**config.mk**
```make
export PLATFORM = sky130hd
export DESIGN_NAME = preset_count_stage
export DESIGN_NICKNAME = d
export VERILOG_FILES = /design/src/rtl/pcs_pkg.sv /design/src/rtl/pcs_step_decode.sv /design/src/rtl/pcs_value_reg.sv /design/src/rtl/pcs_terminal.sv /design/src/rtl/preset_count_stage.sv
export SDC_FILE = /design/constraint.sdc
export NUM_CORES = 1
export LEC_CHECK = 0
export ABC_AREA = 1
export CAP_MARGIN = 20
export CELL_PAD_IN_SITES_DETAIL_PLACEMENT = 2
export CELL_PAD_IN_SITES_GLOBAL_PLACEMENT = 2
export CORE_MARGIN = 2
export CORE_UTILIZATION = 20
export CTS_BUF_LIST = sky130_fd_sc_hd__clkbuf_8
export DETAILED_ROUTE_END_ITERATION = 7
export PLACE_DENSITY = 0.77
export SYNTH_ARGS = -nofsm -noshare
export SYNTH_HDL_FRONTEND = slang
export SYNTH_HIERARCHICAL = 1
export SYNTH_SLANG_ARGS = --single-unit
```
**constraint.sdc**
```tcl
create_clock -name clk -period 3.1 [get_ports clk]
set_clock_uncertainty 0.2 [all_clocks]
set_input_delay 0.31 -clock clk [delete_from_list [all_inputs] [get_ports clk]]
set_output_delay 0.31 -clock clk [all_outputs]
set_load 0.05 [all_outputs]
```
**src/rtl/pcs_pkg.sv**
```systemverilog
package pcs_pkg;

    // One step chosen per clock edge; clear is handled asynchronously.
    typedef enum logic [1:0] {
        STEP_HOLD   = 2'd0,
        STEP_COUNT  = 2'd1,
        STEP_PRESET = 2'd2
    } step_e;

endpackage

```
**src/rtl/pcs_step_decode.sv**
```systemverilog
module pcs_step_decode
    import pcs_pkg::*;
(
    input  logic  load_n,
    input  logic  cnt_en,
    input  logic  chain_en,
    output step_e step
);

    logic [1:0] sel;

    always_comb begin
        sel = {load_n, cnt_en & chain_en};
        unique case (sel)
            2'b00, 2'b01: step = STEP_PRESET;
            2'b11:        step = STEP_COUNT;
            2'b10:        step = STEP_HOLD;
            default:      step = STEP_HOLD;
        endcase
    end

endmodule

```
**src/rtl/pcs_value_reg.sv**
```systemverilog
module pcs_value_reg
    import pcs_pkg::*;
#(
    parameter int WIDTH = 4
) (
    input  logic             clk,
    input  logic             clr_n,
    input  step_e            step,
    input  logic [WIDTH-1:0] din,
    output logic [WIDTH-1:0] q
);

    localparam logic [WIDTH-1:0] ONE = WIDTH'(1);

    logic [WIDTH-1:0] q_next;

    always_comb begin
        unique case (step)
            STEP_PRESET: q_next = din;
            STEP_COUNT:  q_next = q + ONE;
            STEP_HOLD:   q_next = q;
            default:     q_next = q;
        endcase
    end

    always_ff @(posedge clk or negedge clr_n) begin
        if (!clr_n) begin
            q <= '0;
        end else begin
            q <= q_next;
        end
    end

endmodule

```
**src/rtl/pcs_terminal.sv**
```systemverilog
module pcs_terminal #(
    parameter int WIDTH = 4
) (
    input  logic [WIDTH-1:0] q,
    input  logic             chain_en,
    output logic             carry_out
);

    logic [WIDTH-1:0] ones_acc;

    // Reduction built as an explicit AND chain over the bits.
    generate
        for (genvar b = 0; b < WIDTH; b++) begin : g_and
            if (b == 0) begin : g_first
                assign ones_acc[b] = q[b];
            end else begin : g_rest
                assign ones_acc[b] = ones_acc[b-1] & q[b];
            end
        end
    endgenerate

    assign carry_out = chain_en & ones_acc[WIDTH-1];

endmodule

```
**src/rtl/preset_count_stage.sv**
```systemverilog
module preset_count_stage
    import pcs_pkg::*;
#(
    parameter int WIDTH = 4
) (
    input  logic             clk,
    input  logic             clr_n,
    input  logic             load_n,
    input  logic [WIDTH-1:0] din,
    input  logic             cnt_en,
    input  logic             chain_en,
    output logic [WIDTH-1:0] q,
    output logic             carry_out
);

    step_e step;

    pcs_step_decode u_decode (
        .load_n   (load_n),
        .cnt_en   (cnt_en),
        .chain_en (chain_en),
        .step     (step)
    );

    pcs_value_reg #(.WIDTH(WIDTH)) u_value (
        .clk   (clk),
        .clr_n (clr_n),
        .step  (step),
        .din   (din),
        .q     (q)
    );

    pcs_terminal #(.WIDTH(WIDTH)) u_term (
        .q         (q),
        .chain_en  (chain_en),
        .carry_out (carry_out)
    );

endmodule

```
==> results of run 1 <==
-- metrics by stage --
stage | utilization | power [mW] | setup WS, ns
3_5_place_dp | 0.326 | 0.163 | 0.809
3_3_place_gp | 0.326 | 0.160 | 0.845
5_1_grt | 0.358 | 0.289 | 0.738
2_1_floorplan | - | 0.124 | 1.12
6_report | 0.358 | 0.271 | 0.823
4_1_cts | 0.358 | 0.277 | 0.809
-- critical path, stage by stage --
cell	delay, ns
sky130_fd_sc_hd__clkdlybuf4s50_1	0.48
sky130_fd_sc_hd__nand3_1	0.08
sky130_fd_sc_hd__nor2_1	0.09
sky130_fd_sc_hd__clkdlybuf4s50_1	0.80
-- cells in the final DEF (no fill, tap or decap) --
cell,n
sky130_fd_sc_hd__nor2_1,5
sky130_fd_sc_hd__nor2_2,2
sky130_fd_sc_hd__nand4_1,1
sky130_fd_sc_hd__dfrtp_1,4
sky130_fd_sc_hd__nand2_1,12
sky130_fd_sc_hd__o21ai_1,1
sky130_fd_sc_hd__clkdlybuf4s50_1,13
sky130_fd_sc_hd__clkbuf_8,3
sky130_fd_sc_hd__ha_1,2
sky130_fd_sc_hd__a21oi_1,3
sky130_fd_sc_hd__inv_2,2
sky130_fd_sc_hd__nand3_1,4
sky130_fd_sc_hd__inv_1,4
sky130_fd_sc_hd__o21ai_0,1
-- path summary, 6_finish.rpt --
path                                end          from  slack (ns)  cells past startpoint
max in group asynchronous  u_value/q[0]         clr_n        2.43                      1
max reg2reg                u_value/q[2]  u_value/q[0]        1.70                      5
min reg2reg                u_value/q[3]  u_value/q[3]        0.39                      2
min                        u_value/q[3]         clr_n        0.10                      1
min in group clk           u_value/q[3]  u_value/q[3]        0.39                      2
max                           carry_out      chain_en        0.82                      4
-- cells by family (layout without fill, tap and decap cells) --
| logic type | count (synthesis) | count (layout) | synth area share |
|---|---|---|---|
| simple gates | 24 | 24 | 0.373 |
| buf+inv | 6 | 22 | 0.0818 |
| compound gates | 5 | 5 | 0.0909 |
| flops | 4 | 4 | 0.364 |
| fa+ha+maj | 2 | 2 | 0.0909 |
-- area by class of cell --
cell class | count | area [sq um]
Inverter | 6 | 22.5
Sequential cell | 4 | 100
Fill cell | 171 | 836
Tap cell | 15 | 18.8
Timing Repair Buffer | 13 | 130
Clock buffer | 3 | 41.3
Multi-Input combinational cell | 31 | 153
-- power breakdown --
part,internal [mW],switching (mW)
Combinational,0.0347,0.0537
Sequential,0.0603,0.0137
Clock,0.0828,0.0262
-- per-layer routing --
layer,vias to the layer above,part of all wire,track usage,routed length (microns)
li1,165,-,-,-
met1,154,0.43,0.150,388
met2,6,0.55,0.254,497
met3,0,0.019,0.0326,17
met4,0,0,0.0242,0
met5,-,0,0,0
==> impl_summary.txt, run 1 <==
----------------------------------------------------
[Finish]
  Top reg by flops ... u_value/q
  Post-route cell area ... 465 sq um
  Final cell count without fillers ... 72
  Fraction of layout cells with a size suffix above 1 ... 0.123
  Number of flip-flops under the largest register name ... 4
  Layout-stage area growth over the synthesis result ... 69.1%
  Biggest registers after layout ... u_value/q x4
  N_diodes ... 0
  Final #Nets ... 70

[Drt]
  DR pass1 iterations ... 1
  Total DRC errors in the routed layout ... 0
  First-iteration detailed-routing DRC count ... 0
  Mean number of vias per cell ... 4.51
  Total via count in the routed design ... 325
  Total wire length after detailed routing ... 902 microns
  Average wire per standard cell ... 12.5 microns
  Residual antenna-violating net count after detailed routing ... 0

[Place]
  Number of port buffers ... 13
  Dpl cells ... 69
  HPWL after DPL ... 698 microns
  Routability congestion estimate ... approximately 0.72
  Post-Place Cell Area ... around 420 sq um

[Setup path]
  Largest fanout on the critical path ... 2
  Nature of the critical path endpoint ... primary output
  Data arrival at the endpoint of the critical path ... between 1.5 and 2 ns
  Data required time at the worst endpoint ... 2.59 ns
  Worst setup path category ... input pin to primary output
  Type of origin of the critical path ... input pin

[Floorplanning]
  Ports placed on the boundary ... 14
  Overall die area ... 1690 sq um
  Effective utilization at floorplan ... 0.212
  Row Count ... 13
  Area of the placeable core ... between 1000 and 1500 sq um
  Floorplan die width ... 41.1 microns
  Die Height ... 41.1 microns

[Timing]
  Slew at the pin closest to its max-slew limit ... 0.496 ns
  Aggregate negative setup slack ... 0 ns
  Fin. Hold Viols ... 0
  Setup repair after global routing missed its margin ... no
  Count of pins over their slew limit ... 0
  Worst slew margin ... 0.669
  Highest Clock Rate ... 439 MHz
  Setup-violating endpoint count in the final report ... 0
  Post-route minimum period ... 2.28 ns
  Final critical-path share of the clock period ... 0.735
  Post-route worst hold slack ... 0.101 ns

[Yosys]
  Most used standard cell by instance count after synthesis ... sky130_fd_sc_hd__nand2_1
  Cell taking the most area after synthesis ... sky130_fd_sc_hd__dfrtp_1
  Yosys top cell area share ... 0.364
  Syn Inst Count ... 41
  Count of distinct cell types in the synthesized netlist ... 12
  Sequential share of the synthesized area ... 0.364
  Share of flip-flops with an asynchronous set or reset after synthesis ... 1.00
  Count of synthesis-stage warnings from yosys ... 6
  Number of synthesized flops with an enable pin ... 0
  Net count after synthesis ... 52
  Most used DFF post-synth ... sky130_fd_sc_hd__dfrtp_1
  Total of flip-flops plus latches after synthesis ... 4
  Synth area leaders ... sky130_fd_sc_hd__dfrtp_1, sky130_fd_sc_hd__nand2_1, sky130_fd_sc_hd__ha_1
  Post-synth design cell area ... 275 sq um
  Per-instance average area after synthesis ... 6.71 sq um
  Most frequent cells after synthesis ... sky130_fd_sc_hd__nand2_1, sky130_fd_sc_hd__nor2_1, sky130_fd_sc_hd__dfrtp_1, sky130_fd_sc_hd__inv_1, sky130_fd_sc_hd__nand3_1

[Worst hold path]
  Class of the most critical hold timing path ... input pin to asynchronous set/reset pin

[Power]
  Areal power density over the cells ... 583 nW/um^2
  Total leakage power ... 0.218 nW
  Worst vdd ir ... 215 uV

[CTS]
  Number of levels the H-tree was split into ... 1
  TritonCTS buffer count ... 3
  Clock insertion delay at the later pin of the skew report ... 0.21 ns
  Number of buffers inserted by hold repair at cts ... 0
  Clock Tree Buf Depth ... 2
  Clk sink count ... 4
  Post-CTS clock slew at the launch and capture registers of the worst setup and hold paths ... 0.03 ns
  Post-CTS setup repair buffer count ... 0
  Number of gates resized after CTS ... 0
  Clk root buf ... sky130_fd_sc_hd__clkbuf_8
  Clock tree from TritonCTS ... yes

[Global routing]
  Global-route usage over all layers ... 0.134
  Maximum number of pins on one net before global-route repair ... 8
  Total grt overflow ... 0
  Vias in the first global route ... around 360
  Global-route wire length before repair ... around 1.5 mm
  Antenna violations before repair ... 0

[Outcome]
  Status ... finished clean

[Flow run]
  Max_cap viols ... 0

----------------------------------------------------
(Power assumes the default switching activity.)
==> run 2: changes to the inputs <==
Settings changed: CORE_UTILIZATION 20 to 19, PLACE_DENSITY 0.77 to 0.74.
Clock period 3.1 ns to 2.1 ns, I/O delays scaled along.
==> run 2 against run 1 <==
Against the previous run:
- sequential cell count stayed put
- clock power increased by 48%
- die area grew 4.7%
- first-iteration DRC count grew 2
==> impl_summary.txt, run 2 (same netlist as run 1, synthesis figures left out) <==
----------------------------------------------------
[Outcome]
  Status ... finished clean

[Finish]
  N_diodes ... 0
  Final #Nets ... 71
  Most used cells in the layout excluding fill and tap cells ... sky130_fd_sc_hd__clkdlybuf4s50_1, sky130_fd_sc_hd__nand2_1, sky130_fd_sc_hd__nor2_1
  Combined area of the multi-input logic cells ... 153 sq um
  Top reg by flops ... u_value/q
  Layout-stage area growth over the synthesis result ... 75.5%
  Biggest registers after layout ... u_value/q x4
  Area taken by flip-flops and latches ... 100 sq um
  Fillers ... 155
  Number of flip-flops under the largest register name ... 4
  Core Util, Final ... 0.362
  Fraction of layout cells with a size suffix above 1 ... 0.155

[Setup path]
  Worst Path Buf+Inv ... 1
  Data required time at the worst endpoint ... 1.69 ns
  Biggest cell delay along the critical path ... 0.86 ns
  Highest-delay cell along the critical path ... sky130_fd_sc_hd__clkdlybuf4s50_1
  Worst setup path category ... register to primary output
  Cell-by-cell listing of the critical path ... clkdlybuf4s50_1
  Nature of the critical path endpoint ... primary output
  Reg-to-reg slack, setup ... 0.72 ns
  Data arrival at the endpoint of the critical path ... between 1.5 and 2 ns
  Count of cells along the worst register-to-register path ... 5
  Largest fanout on the critical path ... 7
  R2R Path Start ... u_value/q[0]
  Type of origin of the critical path ... register
  End of the worst register-to-register path ... u_value/q[2]
  Delay-heaviest family, CP ... buffers and inverters
  Launch point of the critical path ... u_value/q[0]

[CTS]
  Number of levels the H-tree was split into ... 1
  Clock tree from TritonCTS ... yes
  Number of gates resized after CTS ... 0
  Number of buffers inserted by hold repair at cts ... 0
  TritonCTS buffer count ... 3
  Post-CTS setup repair buffer count ... 0
  Post-CTS clock slew at the launch and capture registers of the worst setup and hold paths ... 0.03 ns
  Clock Tree Buf Depth ... 2
  Clock insertion delay at the later pin of the skew report ... 0.22 ns
  Clk sink count ... 4
  Clk root buf ... sky130_fd_sc_hd__clkbuf_8

[Drt]
  Total via count in the routed design ... roughly 340
  Total DRC errors in the routed layout ... 0
  Average wire per standard cell ... roughly 14 microns
  Residual antenna-violating net count after detailed routing ... 0
  Mean number of vias per cell ... 4.68
  First-iteration detailed-routing DRC count ... 2
  Total wire length after detailed routing ... approximately 1.0 mm
  DR pass1 iterations ... 2

[Timing]
  Count of pins over their slew limit ... 0
  Final critical-path share of the clock period ... 0.933
  Worst slew margin ... 0.665
  Aggregate negative setup slack ... 0 ns
  Setup repair after global routing missed its margin ... no
  Fin. Hold Viols ... 0
  Final worst-path setup slack ... 0.140 ns
  Highest Clock Rate ... 510 MHz
  Post-route minimum period ... 1.96 ns
  Post-route worst hold slack ... 0.00299 ns
  Setup-violating endpoint count in the final report ... 0
  Slew at the pin closest to its max-slew limit ... approximately 0.5 ns

[Flow run]
  Max_cap viols ... 0

[Place]
  HPWL after DPL ... roughly 760 microns
  Routability congestion estimate ... between 0.6 and 0.7
  Number of port buffers ... 13
  Worst slack at placement ... 0.289 ns

[Floorplanning]
  Effective utilization at floorplan ... 0.206
  Row Count ... 13
  Ports placed on the boundary ... 14
  Overall die area ... 1770 sq um
  Floorplan die width ... between 40 and 50 microns
  Area of the placeable core ... between 1000 and 1500 sq um
  Die Height ... 42.1 microns

[Worst hold path]
  Class of the most critical hold timing path ... input pin to asynchronous set/reset pin

[Power]
  Areal power density over the cells ... 836 nW/um^2
  Power Total ... 0.404 mW
  Total leakage power ... 0.228 nW
  Worst vdd ir ... ~250 uV

[Global routing]
  Vias in the first global route ... 365
  Global-route usage over all layers ... 0.127
  Total grt overflow ... 0
  Maximum number of pins on one net before global-route repair ... 8
  Antenna violations before repair ... 0
  Global-route wire length before repair ... between 1.5 and 2 mm

----------------------------------------------------
==> run 2: final cells by class <==
| type | instances | share of cell area |
|---|---|---|
| multi-input combinational | 31 | 0.316 |
| timing repair buffer | 14 | 0.306 |
| sequential | 4 | 0.207 |
| clock buffer | 3 | 0.0855 |
| inverter | 6 | 0.0466 |
| tap | 15 | 0.0389 |
==> run 2: per-stage QoR <==
stage | instances | cell area [sq um]
floorplan | 41 | 275
global placement | 70 | 442
detailed placement | 70 | 442
CTS | 73 | 483
global route | 73 | 483
finish | 73 | 483
==> run 2: worst max-delay path by stage <==
stage,endpoint,slack (ns),cells after the start
CTS,q[0],0.11,1
detailed placement,u_value/q[2],0.29,8
floorplan,carry_out,0.22,2
global route,q[0],0.08,1
global placement,u_value/q[2],0.30,8
finish,q[0],0.14,1
==> run 2: power breakdown <==
group | total, mW | leakage, nW | internal (mW) | switching, mW
combinational | 0.134 | 0.160 | 0.0536 | 0.0801
sequential | 0.109 | 0.0467 | 0.0890 | 0.0200
clock | 0.161 | 0.0216 | 0.122 | 0.0390
==> run 2: layer usage <==
layer / vias to the layer above / GRT usage / part of all wire
met4: 0 / 0.0938 / 0
met3: 0 / 0.0302 / 0.041
li1: 167 / - / -
met1: 166 / 0.122 / 0.40
met2: 9 / 0.231 / 0.56
met5: - / 0 / 0
==> run 3: changes to the inputs <==
Settings changed: PLACE_DENSITY 0.74 to default, PLACE_DENSITY_LB_ADDON from default to 0.1.
==> run 3 against run 2 <==
Against the previous run:
- non-clock buffer count is 1 lower
- die area did not move
- core utilization is 0.56 points lower
- sequential power barely moved
==> impl_summary.txt, run 3 (same netlist as run 1, synthesis figures left out) <==
----------------------------------------------------
[Outcome]
  Status ... finished clean

[Place]
  Dpl cells ... 69
  HPWL after DPL ... 759 microns
  Number of port buffers ... 13
  Post-Place Cell Area ... 434 sq um
  Routability congestion estimate ... 0.728

[CTS]
  Number of buffers inserted by hold repair at cts ... 0
  Clock insertion delay at the later pin of the skew report ... 0.21 ns
  Clk root buf ... sky130_fd_sc_hd__clkbuf_8
  Post-CTS clock slew at the launch and capture registers of the worst setup and hold paths ... 0.03 ns
  Clk sink count ... 4
  Number of levels the H-tree was split into ... 1
  Number of gates resized after CTS ... 0
  Post-CTS setup repair buffer count ... 0
  Clock tree from TritonCTS ... yes
  Clock Tree Buf Depth ... 2
  TritonCTS buffer count ... 3

[Power]
  Worst vdd ir ... roughly 570 uV
  Areal power density over the cells ... 832 nW/um^2
  Total leakage power ... between 0.2 and 0.25 nW

[Finish]
  N_diodes ... 0
  Most used cells in the layout excluding fill and tap cells ... sky130_fd_sc_hd__clkdlybuf4s50_1, sky130_fd_sc_hd__nand2_1, sky130_fd_sc_hd__nor2_1
  Top reg by flops ... u_value/q
  Post-route cell area ... between 400 and 500 sq um
  Fraction of layout cells with a size suffix above 1 ... 0.140
  Final #Nets ... 70
  Fillers ... 166
  Final cell count without fillers ... a little over 70
  Number of flip-flops under the largest register name ... 4
  Layout-stage area growth over the synthesis result ... 72.7%
  Biggest registers after layout ... u_value/q x4

[Setup path]
  Worst Path Buf+Inv ... 1
  Type of origin of the critical path ... register
  Nature of the critical path endpoint ... primary output
  Delay-heaviest family, CP ... buffers and inverters
  Data arrival at the endpoint of the critical path ... 1.50 ns
  Highest-delay cell along the critical path ... sky130_fd_sc_hd__clkdlybuf4s50_1
  Largest fanout on the critical path ... 7
  Cell-by-cell listing of the critical path ... clkdlybuf4s50_1
  Data required time at the worst endpoint ... 1.69 ns
  Worst setup path category ... register to primary output
  Reg-to-reg slack, setup ... 0.77 ns
  Biggest cell delay along the critical path ... 0.84 ns

[Floorplanning]
  Row Count ... 13
  Overall die area ... 1770 sq um
  Area of the placeable core ... around 1300 sq um
  Floorplan die width ... 42.1 microns
  Die Height ... ~42 microns
  Ports placed on the boundary ... 14
  Effective utilization at floorplan ... 0.206

[Global routing]
  Met1 routing resource usage after global routing ... 0.112
  Total grt overflow ... 0
  GRT Max-Usage Layer ... met2
  Maximum number of pins on one net before global-route repair ... 8
  Global-route usage over all layers ... 0.115
  Antenna violations before repair ... 0
  Routing usage on met2 ... 0.206
  Vias in the first global route ... 356
  Met3 Resource Use GR ... 0.0776
  Global-route wire length before repair ... 1.52 mm

[Timing]
  Slew at the pin closest to its max-slew limit ... 0.497 ns
  Count of pins over their slew limit ... 0
  Setup repair after global routing missed its margin ... no
  Worst slew margin ... 0.668
  Aggregate negative setup slack ... 0 ns
  Highest Clock Rate ... ~520 MHz
  Final critical-path share of the clock period ... 0.912
  Setup-violating endpoint count in the final report ... 0
  Fin. Hold Viols ... 0
  Post-route minimum period ... 1.91 ns

[Drt]
  First-iteration detailed-routing DRC count ... 2
  Mean number of vias per cell ... between 4 and 5
  DR pass1 iterations ... 2
  Residual antenna-violating net count after detailed routing ... 0
  Total via count in the routed design ... 327
  Total wire length after detailed routing ... 912 microns
  Total DRC errors in the routed layout ... 0
  Average wire per standard cell ... 12.7 microns

[Worst hold path]
  Class of the most critical hold timing path ... input pin to asynchronous set/reset pin

[Flow run]
  Max_cap viols ... 0

----------------------------------------------------
-- run 3: final timing paths --
kind,startpoint,to,depth (start not counted)
setup reg to reg,u_value/q[0],u_value/q[2],5
max in group asynchronous,clr_n,u_value/q[2],1
hold / removal,clr_n,u_value/q[0],1
setup / recovery,u_value/q[0],q[0],1
min in group clk,u_value/q[3],u_value/q[3],2
hold reg to reg,u_value/q[3],u_value/q[3],2
-- run 3: layer usage --
layer	vias to the layer above	routed length (microns)
li1	162	-
met1	154	355
met2	11	481
met3	0	75
met4	0	0
met5	-	0
-- run 3: metrics by stage --
stage                     utilization  hold slack (ns)  setup slack, ns  power [mW]
after floorplan                     -           -0.286            0.219       0.183
after global placement          0.326            0.226            0.297       0.239
after detailed placement        0.326            0.228            0.234       0.243
after CTS                       0.356          0.00438            0.160       0.404
after global routing            0.356           0.0144            0.109       0.423
final                           0.356         0.000270            0.185       0.396
-- run 3: power breakdown --
part	leakage (nW)	switching [mW]	internal (mW)
Sequential	0.0467	0.0198	0.0891
Combinational	0.154	0.0781	0.0523
Clock	0.0216	0.0347	0.122
Total	0.223	0.133	0.263
-- run 3: cell type report --
type | instances | area, sq um | area share
flip-flops and latches | 4 | 100 | 0.211
well taps | 15 | 18.8 | 0.0395
multi-input cells | 31 | 153 | 0.321
repair buffers | 13 | 140 | 0.295
clock buffers | 3 | 41.3 | 0.0868
inverters | 6 | 22.5 | 0.0474
